**src/rtl/patgen_pkg.sv**
```systemverilog
package patgen_pkg;

    localparam int PG_WIDTH = 32;
    localparam int PG_IDX_W = $clog2(PG_WIDTH);

    typedef enum logic [1:0] {
        ST_IDLE = 2'd0,
        ST_RUN  = 2'd1,
        ST_HOLD = 2'd2
    } pg_state_t;

    typedef enum logic [1:0] {
        MODE_PRBS = 2'd0,
        MODE_REP  = 2'd1,
        MODE_QRSS = 2'd2
    } pg_mode_t;

    typedef struct packed {
        logic [PG_IDX_W-1:0] len;
        logic [PG_IDX_W-1:0] tap;
        logic                rep;
        logic                qrss;
    } pg_cfg_t;

endpackage

```
**src/rtl/patgen_ctrl.sv**
```systemverilog
module patgen_ctrl
    import patgen_pkg::*;
(
    input  logic      clk,
    input  logic      rst,
    input  logic      en,
    input  logic      ce,
    input  logic      load,
    input  pg_cfg_t   cfg_in,
    output logic      accept,
    output logic      shift,
    output pg_cfg_t   cfg_act,
    output pg_state_t state
);

    logic      load_q;
    pg_state_t state_nxt;

    always_ff @(posedge clk) begin
        if (rst) begin
            load_q <= 1'b0;
        end else begin
            load_q <= load;
        end
    end

    assign accept = load & ~load_q & en;

    // state register
    always_ff @(posedge clk) begin
        if (rst) begin
            state <= ST_IDLE;
        end else begin
            state <= state_nxt;
        end
    end

    always_comb begin
        state_nxt = state;
        unique case (state)
            ST_IDLE: begin
                if (accept) state_nxt = ST_RUN;
            end
            ST_RUN: begin
                if (accept)   state_nxt = ST_RUN;
                else if (!en) state_nxt = ST_HOLD;
            end
            ST_HOLD: begin
                if (accept || en) state_nxt = ST_RUN;
            end
            default: state_nxt = ST_IDLE;
        endcase
    end

    // outputs of the controller
    always_comb begin
        shift = 1'b0;
        unique case (state)
            ST_IDLE: shift = 1'b0;
            ST_RUN:  shift = en & ce & ~accept;
            ST_HOLD: shift = 1'b0;
            default: shift = 1'b0;
        endcase
    end

    always_ff @(posedge clk) begin
        if (rst) begin
            cfg_act <= '0;
        end else if (accept) begin
            cfg_act <= cfg_in;
        end
    end

    assert_accept_runs_R2: assert property (@(posedge clk) disable iff (rst)
        accept |=> (state == ST_RUN));

    assert_cfg_frozen_disabled_R3: assert property (@(posedge clk) disable iff (rst)
        !en |=> $stable(cfg_act));

    assert_cfg_frozen_held_R3: assert property (@(posedge clk) disable iff (rst)
        (load_q && load) |=> $stable(cfg_act));

    assert_shift_only_running_R4: assert property (@(posedge clk) disable iff (rst)
        shift |-> (state == ST_RUN && en && ce));

    assert_idle_until_load_R1: assert property (@(posedge clk) disable iff (rst)
        (state == ST_IDLE && !accept) |=> (state == ST_IDLE));

    assert_disable_holds_R10: assert property (@(posedge clk) disable iff (rst)
        (state == ST_RUN && !en) |=> (state == ST_HOLD));

endmodule

```
**src/rtl/patgen_feedback.sv**
```systemverilog
module patgen_feedback
    import patgen_pkg::*;
#(
    parameter int WIDTH  = PG_WIDTH,
    parameter int QTAP_A = 17,
    parameter int QTAP_B = 20,
    parameter int ZRUN   = 14
) (
    input  logic [WIDTH-1:0] sr,
    input  pg_cfg_t          cfg,
    output logic             fb,
    output logic             dout
);

    localparam int LOCK_W = WIDTH - 1;

    pg_mode_t mode;
    logic     bit_n;
    logic     bit_y;
    logic     lock;
    logic     zrun;
    logic     raw;

    always_comb begin
        if (cfg.qrss)     mode = MODE_QRSS;
        else if (cfg.rep) mode = MODE_REP;
        else              mode = MODE_PRBS;
    end

    assign bit_n = sr[cfg.len];
    assign bit_y = sr[cfg.tap];
    assign lock  = ~|sr[LOCK_W-1:0];
    assign zrun  = ~|sr[ZRUN-1:0];

    always_comb begin
        raw = 1'b0;
        fb  = 1'b0;
        unique case (mode)
            MODE_PRBS: begin
                raw = bit_n ^ bit_y;
                fb  = lock ? 1'b1 : raw;
            end
            MODE_REP: begin
                raw = bit_n;
                fb  = raw;
            end
            MODE_QRSS: begin
                raw = sr[QTAP_A-1] ^ sr[QTAP_B-1];
                fb  = lock ? 1'b1 : raw;
            end
            default: begin
                raw = 1'b0;
                fb  = 1'b0;
            end
        endcase
    end

    always_comb begin
        if (mode == MODE_QRSS && zrun) dout = 1'b1;
        else                           dout = fb;
    end

endmodule

```
**src/rtl/patgen_shreg.sv**
```systemverilog
module patgen_shreg #(
    parameter int WIDTH = 32
) (
    input  logic             clk,
    input  logic             rst,
    input  logic             accept,
    input  logic             shift,
    input  logic [WIDTH-1:0] seed,
    input  logic             fb,
    output logic [WIDTH-1:0] sr
);

    always_ff @(posedge clk) begin
        if (rst) begin
            sr <= '1;
        end else if (accept) begin
            sr <= seed;
        end else if (shift) begin
            sr <= {sr[WIDTH-2:0], fb};
        end
    end

    assert_seed_on_accept_R2: assert property (@(posedge clk) disable iff (rst)
        accept |=> (sr == $past(seed)));

    assert_hold_when_idle_R4: assert property (@(posedge clk) disable iff (rst)
        (!accept && !shift) |=> $stable(sr));

    assert_shift_alignment_R4: assert property (@(posedge clk) disable iff (rst)
        shift |=> (sr[WIDTH-1:1] == $past(sr[WIDTH-2:0])));

endmodule

```
**src/rtl/patgen_top.sv**
```systemverilog
module patgen_top
    import patgen_pkg::*;
(
    input  logic        clk,
    input  logic        rst,
    input  logic        en,
    input  logic        ce,
    input  logic        load,
    input  logic [4:0]  cfg_len,
    input  logic [4:0]  cfg_tap,
    input  logic        cfg_rep,
    input  logic        cfg_qrss,
    input  logic [31:0] cfg_seed,
    output logic        dout,
    output logic        dvalid
);

    localparam int WIDTH = PG_WIDTH;

    pg_cfg_t    cfg_in;
    pg_cfg_t    cfg_act;
    pg_state_t  state;
    logic       accept;
    logic       shift;
    logic       fb;
    logic [WIDTH-1:0] sr;

    assign cfg_in = '{len: cfg_len, tap: cfg_tap, rep: cfg_rep, qrss: cfg_qrss};

    patgen_ctrl u_ctrl (
        .clk     (clk),
        .rst     (rst),
        .en      (en),
        .ce      (ce),
        .load    (load),
        .cfg_in  (cfg_in),
        .accept  (accept),
        .shift   (shift),
        .cfg_act (cfg_act),
        .state   (state)
    );

    patgen_shreg #(.WIDTH(WIDTH)) u_shreg (
        .clk    (clk),
        .rst    (rst),
        .accept (accept),
        .shift  (shift),
        .seed   (cfg_seed),
        .fb     (fb),
        .sr     (sr)
    );

    patgen_feedback #(.WIDTH(WIDTH)) u_fb (
        .sr   (sr),
        .cfg  (cfg_act),
        .fb   (fb),
        .dout (dout)
    );

    assign dvalid = shift;

    assert_valid_needs_run_R1: assert property (@(posedge clk) disable iff (rst)
        dvalid |-> (state == ST_RUN));

    assert_qrss_zero_run_R8: assert property (@(posedge clk) disable iff (rst)
        (cfg_act.qrss && sr[13:0] == 14'd0) |-> dout);

    assert_lockup_escape_R9: assert property (@(posedge clk) disable iff (rst)
        (shift && !(cfg_act.rep && !cfg_act.qrss) && sr[30:0] == 31'd0) |=> sr[0]);

    assert_qrss_taps_R7: assert property (@(posedge clk) disable iff (rst)
        (shift && cfg_act.qrss && sr[30:0] != 31'd0) |=> (sr[0] == ($past(sr[16]) ^ $past(sr[19]))));

    assert_hold_silent_R10: assert property (@(posedge clk) disable iff (rst)
        (state == ST_HOLD) |-> !dvalid);

endmodule

```
**config.mk**
```make
export PLATFORM = sky130hd
export DESIGN_NAME = patgen_top
export DESIGN_NICKNAME = d
export VERILOG_FILES = /design/src/rtl/patgen_pkg.sv /design/src/rtl/patgen_ctrl.sv /design/src/rtl/patgen_feedback.sv /design/src/rtl/patgen_shreg.sv /design/src/rtl/patgen_top.sv
export SDC_FILE = /design/constraint.sdc
export NUM_CORES = 1
export LEC_CHECK = 0
export ABC_CLOCK_PERIOD_IN_PS = 2900
export BUFFER_PORTS_ARGS = -buffer_cell sky130_fd_sc_hd__buf_4
export CAP_MARGIN = 25
export CORE_MARGIN = 1.5
export CORE_UTILIZATION = 50
export CTS_BUF_LIST = sky130_fd_sc_hd__clkbuf_8
export DETAILED_ROUTE_END_ITERATION = 10
export PLACE_DENSITY_LB_ADDON = 0.15
export SKIP_LAST_GASP = 1
export SLEW_MARGIN = 20
export SYNTH_ARGS = -nofsm -noshare
export SYNTH_HDL_FRONTEND = slang
export SYNTH_SLANG_ARGS = --single-unit
export TNS_END_PERCENT = 30
```
**constraint.sdc**
```tcl
create_clock -name clk -period 2.9 [get_ports clk]
set_input_delay 0.145 -clock clk [delete_from_list [all_inputs] [get_ports clk]]
set_output_delay 0.145 -clock clk [all_outputs]
set_load 0.01 [all_outputs]
```
**Word level (Yosys, flattened, before mapping)**

Index checks and enable logic that the tools add are counted.

- $lt $le $gt $ge: 2
- Eq/ne operators: 7
- Mux-type cells: 18
- Bitwise logic cells: 8
- Reductions and logical operators: 9

Operator list:

| operator | count |
|---|---|
| $mux W32 | 2 |
| $reduce_or A31 Y1 | 1 |
| $reduce_or A14 Y1 | 1 |
| $lt A5 B6 Y1 const B | 2 |
| $bmux W1 S5 | 2 |
| $mux W2 | 5 |
| $mux W1 | 7 |
| $pmux W2 S3 | 1 |
| $and A1 B1 Y1 | 4 |
| $eq A2 B1 Y1 const B | 2 |
| $eq A2 B2 Y1 const B | 2 |
| $logic_not A2 Y1 | 2 |
| $ne A2 B1 Y1 const B | 2 |
| $ne A3 B2 Y1 const B | 1 |
| $pmux W1 S3 | 1 |
| $reduce_and A3 Y1 | 1 |
| $not A1 Y1 | 2 |
| $reduce_bool A2 Y1 | 1 |
| $xor A1 B1 Y1 | 2 |
| $logic_and A1 B1 Y1 | 1 |
| $logic_not A1 Y1 | 1 |
| $logic_or A1 B1 Y1 | 1 |

- Bits in registers: 47
- Input port bits: 49
- Output and inout bits: 2
- Logic and storage cells: 51

**Longest topological paths before layout**

- Depth in word-level cells: 8
- Gate-level depth with buffers: 7
- Gate-level depth less buffers: 6

**Cells and area by module**

From an unflattened synthesis, not the netlist that was laid out.

- Cells, all modules: 301
- Area, all modules: 3240.6 um2

By module, submodules not included:

| module | instances | cells an instance | area an instance (um2) | seq. area each (um2) |
|---|---|---|---|---|
| patgen_shreg | 1 | 143 | 1734.2 | 640.6 |
| patgen_feedback | 1 | 92 | 823.3 | 0.0 |
| patgen_ctrl | 1 | 66 | 683.2 | 300.3 |

**Worst setup path after synthesis**

OpenSTA, ideal clock, no wires.

- Path type: register -> output
- Start: reg, netlist name u_ctrl.cfg_act[3]
- End: out dout
- Arrival: 1861 ps
- Data required time: 2755 ps
- Path slack: 894 ps
- Stages on the path, launching flop included: 8
- Buffers on the path: 1
- Cells stage by stage: dfxtp_1 buf_6 mux4_2 nor2_1 or4_4 a41oi_2 nor4_1 nor3b_1

- Word-level cells in the longest chain between the ends: 6

Ends and longest elaborated chain:

| what | RTL line | RTL |
|---|---|---|
| $bmux W1 S5 | patgen_feedback.sv:31 | `assign bit_y = sr[cfg.tap];` |
| $mux W1 (not written as such) | patgen_feedback.sv:31 |  |
| $xor A1 B1 Y1 | patgen_feedback.sv:40 | `raw = bit_n ^ bit_y;` |
| $mux W1 | patgen_feedback.sv:41 | `fb = lock ? 1'b1 : raw;` |
| $pmux W1 S3 | patgen_feedback.sv:38 | `unique case (mode)` |
| $mux W1 | patgen_feedback.sv:59 | `if (mode == MODE_QRSS && zrun) dout = 1'b1;` |
| to (decl) | patgen_top.sv:14 | `output logic dout,` |

No other way between the ends. The select of a mux whose other input is x is not followed.

**Worst setup path in the final report**

- Start: reg, netlist name u_ctrl.cfg_act[4]
- End: out dout

- Word-level cells in the longest chain between the ends: 6

Ends and longest elaborated chain:

| what | RTL line |
|---|---|
| $bmux W1 S5 | patgen_feedback.sv:31 |
| $mux W1 (not written as such) | patgen_feedback.sv:31 |
| $xor A1 B1 Y1 | patgen_feedback.sv:40 |
| $mux W1 | patgen_feedback.sv:41 |
| $pmux W1 S3 | patgen_feedback.sv:38 |
| $mux W1 | patgen_feedback.sv:59 |

No other way between the ends. The select of a mux whose other input is x is not followed.

==> summary.log <==
INFO  critical_path  worst_ep_required_time=2.76ns
INFO  global_route   use_met1=34.85%
INFO  power          power.sequential.fraction=53.6%
INFO  timing         fmax=374.1MHz
INFO  timing         timing.max_slew.rel_slack=38.73%
INFO  placed_design  postPlaceCellArea=2965um2
INFO  critical_path  worst_r2r_path_depth=6
INFO  floorplanning  top_level_ports=51
INFO  clock_tree     clock_tree_from_tritoncts=yes
INFO  clock_tree     tritoncts.num_buffers=5
INFO  final_layout   final_layout_size_suffix_gt1_share=22.35%
INFO  final_layout   post-route-util=62.84%
INFO  global_route   first_global_vias=2179
INFO  clock_tree     clk_pin_slew_worst_paths=0.09ns
INFO  critical_path  category_of_the_worst_setup_path_capture_point=output pin
INFO  final_layout   layout.nets=388
INFO  critical_path  critical_path.slowest_cell=sky130_fd_sc_hd__dfxtp_1
INFO  clock_tree     clock_path_buffers=2
INFO  synthesis      share_of_synthesized_area_occupied_by_flip_flops_and_latches=36.63%
INFO  min_path       timing.hold.worst.class=in -> reg
INFO  routing        iteration_0_drc_markers=205
INFO  power          pwr-share-clk=26.6%
INFO  final_layout   layout-area-overhead-vs-synth=18.61%
INFO  global_route   grt_use_met2=39.38%
INFO  placed_design  gp_routability_congestion=0.9516
INFO  global_route   grt_max_degree=48
INFO  synthesis      synth_simple_gate_area_share=25.96%
INFO  status         outcome=finished, final reports clean
INFO  synthesis      synthMuxAreaShare=14.95%
INFO  critical_path  family_of_cells_with_the_greatest_summed_delay_on_the_critical_path=simple AND/OR/NAND/NOR gates
INFO  timing         unrepaired_setup_endpoints_after_global_routing=false
INFO  synthesis      syn_area=2569um2
INFO  power          power.switching=0.4073mW
INFO  floorplanning  floorplan.die.width=74.68um
INFO  clock_tree     worst_skew_pair.late_latency=0.30ns
INFO  synthesis      synthXorXnorAreaFrac=0.6819%
INFO  critical_path  worstSetupStartpointType=register
INFO  final_layout   final_design_area_no_fill=3047um2
INFO  timing         final-hold-violation-count=0
INFO  routing        drc_errors=0
INFO  synthesis      synth-seq-cells=47
INFO  routing        drtPass1Iterations=4
INFO  power          power.combinational.fraction=19.8%
INFO  timing         layout_min_cycle_time=2.673ns
INFO  global_route   grt_most_used_layer=met2
INFO  final_layout   stdcell_count=407
INFO  critical_path  critPathMaxStageDelay=0.63ns
INFO  clock_tree     cts.hold.buffers_added=0
INFO  power          fin_total_pwr=1.417mW
INFO  final_layout   mostFrequentLayoutCell=sky130_fd_sc_hd__nand2_1
INFO  power          power_leakage=1.231nW
INFO  clock_tree     h-tree-depth=2
INFO  critical_path  stages_on_the_worst_setup_path=7
INFO  clock_tree     postCtsSetupRepairBufs=0
INFO  global_route   overall_global_routing_usage=24.84%
INFO  critical_path  r2r_slack=0.66ns
INFO  synthesis      synth_edf_count=0
INFO  global_route   grt_antenna_before_repair=0
INFO  critical_path  crit_path_cell_trace=mux4_1 > or2b_1 > nand3_1 > a41oi_2 > nor4_1 > nor3b_1 > buf_4
INFO  placed_design  numPlacedInstances=399
INFO  synthesis      synth_nets=348
INFO  timing         worst_slew_pin_slew=0.9190ns
INFO  global_route   grt_util_met3=4.016%
INFO  synthesis      synth_top_flop_cell=sky130_fd_sc_hd__dfxtp_1
INFO  floorplanning  initial_utilization=52.98%
INFO  final_layout   final_cell_mix=sky130_fd_sc_hd__nand2_1 (92), sky130_fd_sc_hd__buf_4 (56), sky130_fd_sc_hd__dfxtp_1 (47)
INFO  floorplanning  die_area=5576um2
INFO  routing        drt-vias-per-instance=6.010
INFO  flow_run       timing.max_cap.violations=0
INFO  timing         timing.final.setup_violations=0
INFO  timing         slew_viol_final=0
INFO  placed_design  dp.final_hpwl=4524um
INFO  synthesis      netlist-cell-type-count=41
INFO  synthesis      synthesis.area_per_instance=8.591um2
INFO  final_layout   final-seq-area=940.9um2
INFO  routing        route.vias.total=2446
INFO  global_route   grt_pass1_wl=10520um
INFO  floorplanning  core_area=4848um2
INFO  min_path       whs_path_depth=2
INFO  power          switching_share=28.75%
INFO  power          ir_worst_vdd=0.2668mV
INFO  critical_path  criticalPathCategory=reg -> out
INFO  floorplanning  die_h=74.68um
INFO  synthesis      synthCells=299
INFO  routing        final_antenna_net_count=0
INFO  power          p_per_area=464.9nW/um2
INFO  critical_path  worstPathMaxFanout=10
INFO  timing         finClkSkew=0.004755ns
INFO  floorplanning  placement_rows=25
INFO  critical_path  path_buf_inv=1
INFO  timing         final.period_utilization=92.18%
INFO  clock_tree     clock_sink_count=47
INFO  clock_tree     cts.repair.resized=0
INFO  final_layout   antenna_cells=0
INFO  synthesis      synth-compound-area-share=16.85%
INFO  timing         setup_total_negative_slack=0ns
INFO  placed_design  place.port_buffers=50
INFO  synthesis      ys.warnings.count=0
INFO  synthesis      main_combinational_cell_family_by_area_after_synthesis=simple AND/OR/NAND/NOR gates
INFO  global_route   gr-total-overflow=0
INFO  synthesis      post_synth_fa_ha_maj_area_fraction=0%
INFO  clock_tree     clock_tree.root_cell=sky130_fd_sc_hd__clkbuf_8
INFO  final_layout   n_fill_cell=449
INFO  routing        route.final.wire_length=6479um
INFO  critical_path  critical_path_arrival=2.53ns
INFO  power          p_int=1.009mW
INFO  synthesis      synth_async_sr_flop_share=0%
INFO  routing        route.detailed.wl_per_inst=15.92um
INFO  final_layout   area_of_combinational_cells_with_multiple_inputs=1509um2
-- state kept, by name, summed over array words and instances, names as in the netlist --
signal and count:
u_ctrl.cfg_act 12, u_shreg.sr 32, u_ctrl.load_q 1, u_ctrl.state 2
-- worst paths after layout --
kind                                         from         endpoint
worst min-delay path                           en  u_ctrl.state[1]
worst max-delay path            u_ctrl.cfg_act[4]             dout
worst min register to register     u_shreg.sr[31]   u_shreg.sr[31]
worst max register to register  u_ctrl.cfg_act[4]    u_shreg.sr[0]
-- per-layer routing --
layer	up-vias	wire, um
met5	-	0
met4	0	68
met3	8	413
met2	90	3058
met1	1161	2939
li1	1187	-
-- worst register-to-register path: stages (launching register included) --
cell and delay, ns:
sky130_fd_sc_hd__dfxtp_1 0.63, sky130_fd_sc_hd__mux4_1 0.62, sky130_fd_sc_hd__or2b_1 0.23, sky130_fd_sc_hd__nand3_1 0.08, sky130_fd_sc_hd__a41oi_2 0.14, sky130_fd_sc_hd__nor4b_1 0.34, sky130_fd_sc_hd__nor3b_1 0.08
-- cells by family (layout without fill, tap and decap cells) --
group,Yosys count,count (layout)
DFF,47,47
xor gates and xnor gates,2,2
and+or+nand+nor,142,142
muxes,26,26
buffers and inverters,26,67
AOI/OAI and AO/OA,56,56
-- power by group through the flow --
stage	clock, mW	combinational [mW]	sequential [mW]
5_1_grt	0.413	0.313	0.767
3_5_place_dp	0	0.281	0.771
6_report	0.377	0.280	0.759
3_3_place_gp	0	0.275	0.771
2_1_floorplan	0	0.198	0.743
4_1_cts	0.384	0.282	0.757
-- cell type report --
cell class,count,share of cell area [%]
Multi-Input combinational cell,226,49.53
Tap cell,67,2.752
Sequential cell,47,30.88
Timing Repair Buffer,56,13.80
Clock buffer,5,2.259
Clock inverter,3,0.4107
Inverter,3,0.3696
-- metrics by stage --
step,setup slack [ns],hold slack [ns]
detailed placement,0.5578,0.3584
global placement,0.6336,0.3487
floorplan,0.8938,0.2224
global route,0.1255,0.03928
finish,0.2268,0.03608
CTS,0.2196,0.02863
-- Yosys cell counts (all sizes together) (3+ instances only) --
master,number,share of area [%]
a21oi,15,2.9
a221oi,31,11
a22oi,4,1.2
buf,9,2.4
clkbuf,14,2.0
dfxtp,47,37
inv,3,0.44
mux2,4,1.8
mux2i,14,5.5
mux4,8,7.7
nand2,92,13
nand3,5,1.2
nand4,4,1.2
nand4b,3,1.0
nor2,9,1.3
nor2b,4,0.97
nor3,4,0.78
nor4,7,1.7
or2b,4,1.2
No activity file was read; power rests on OpenSTA's default activity.
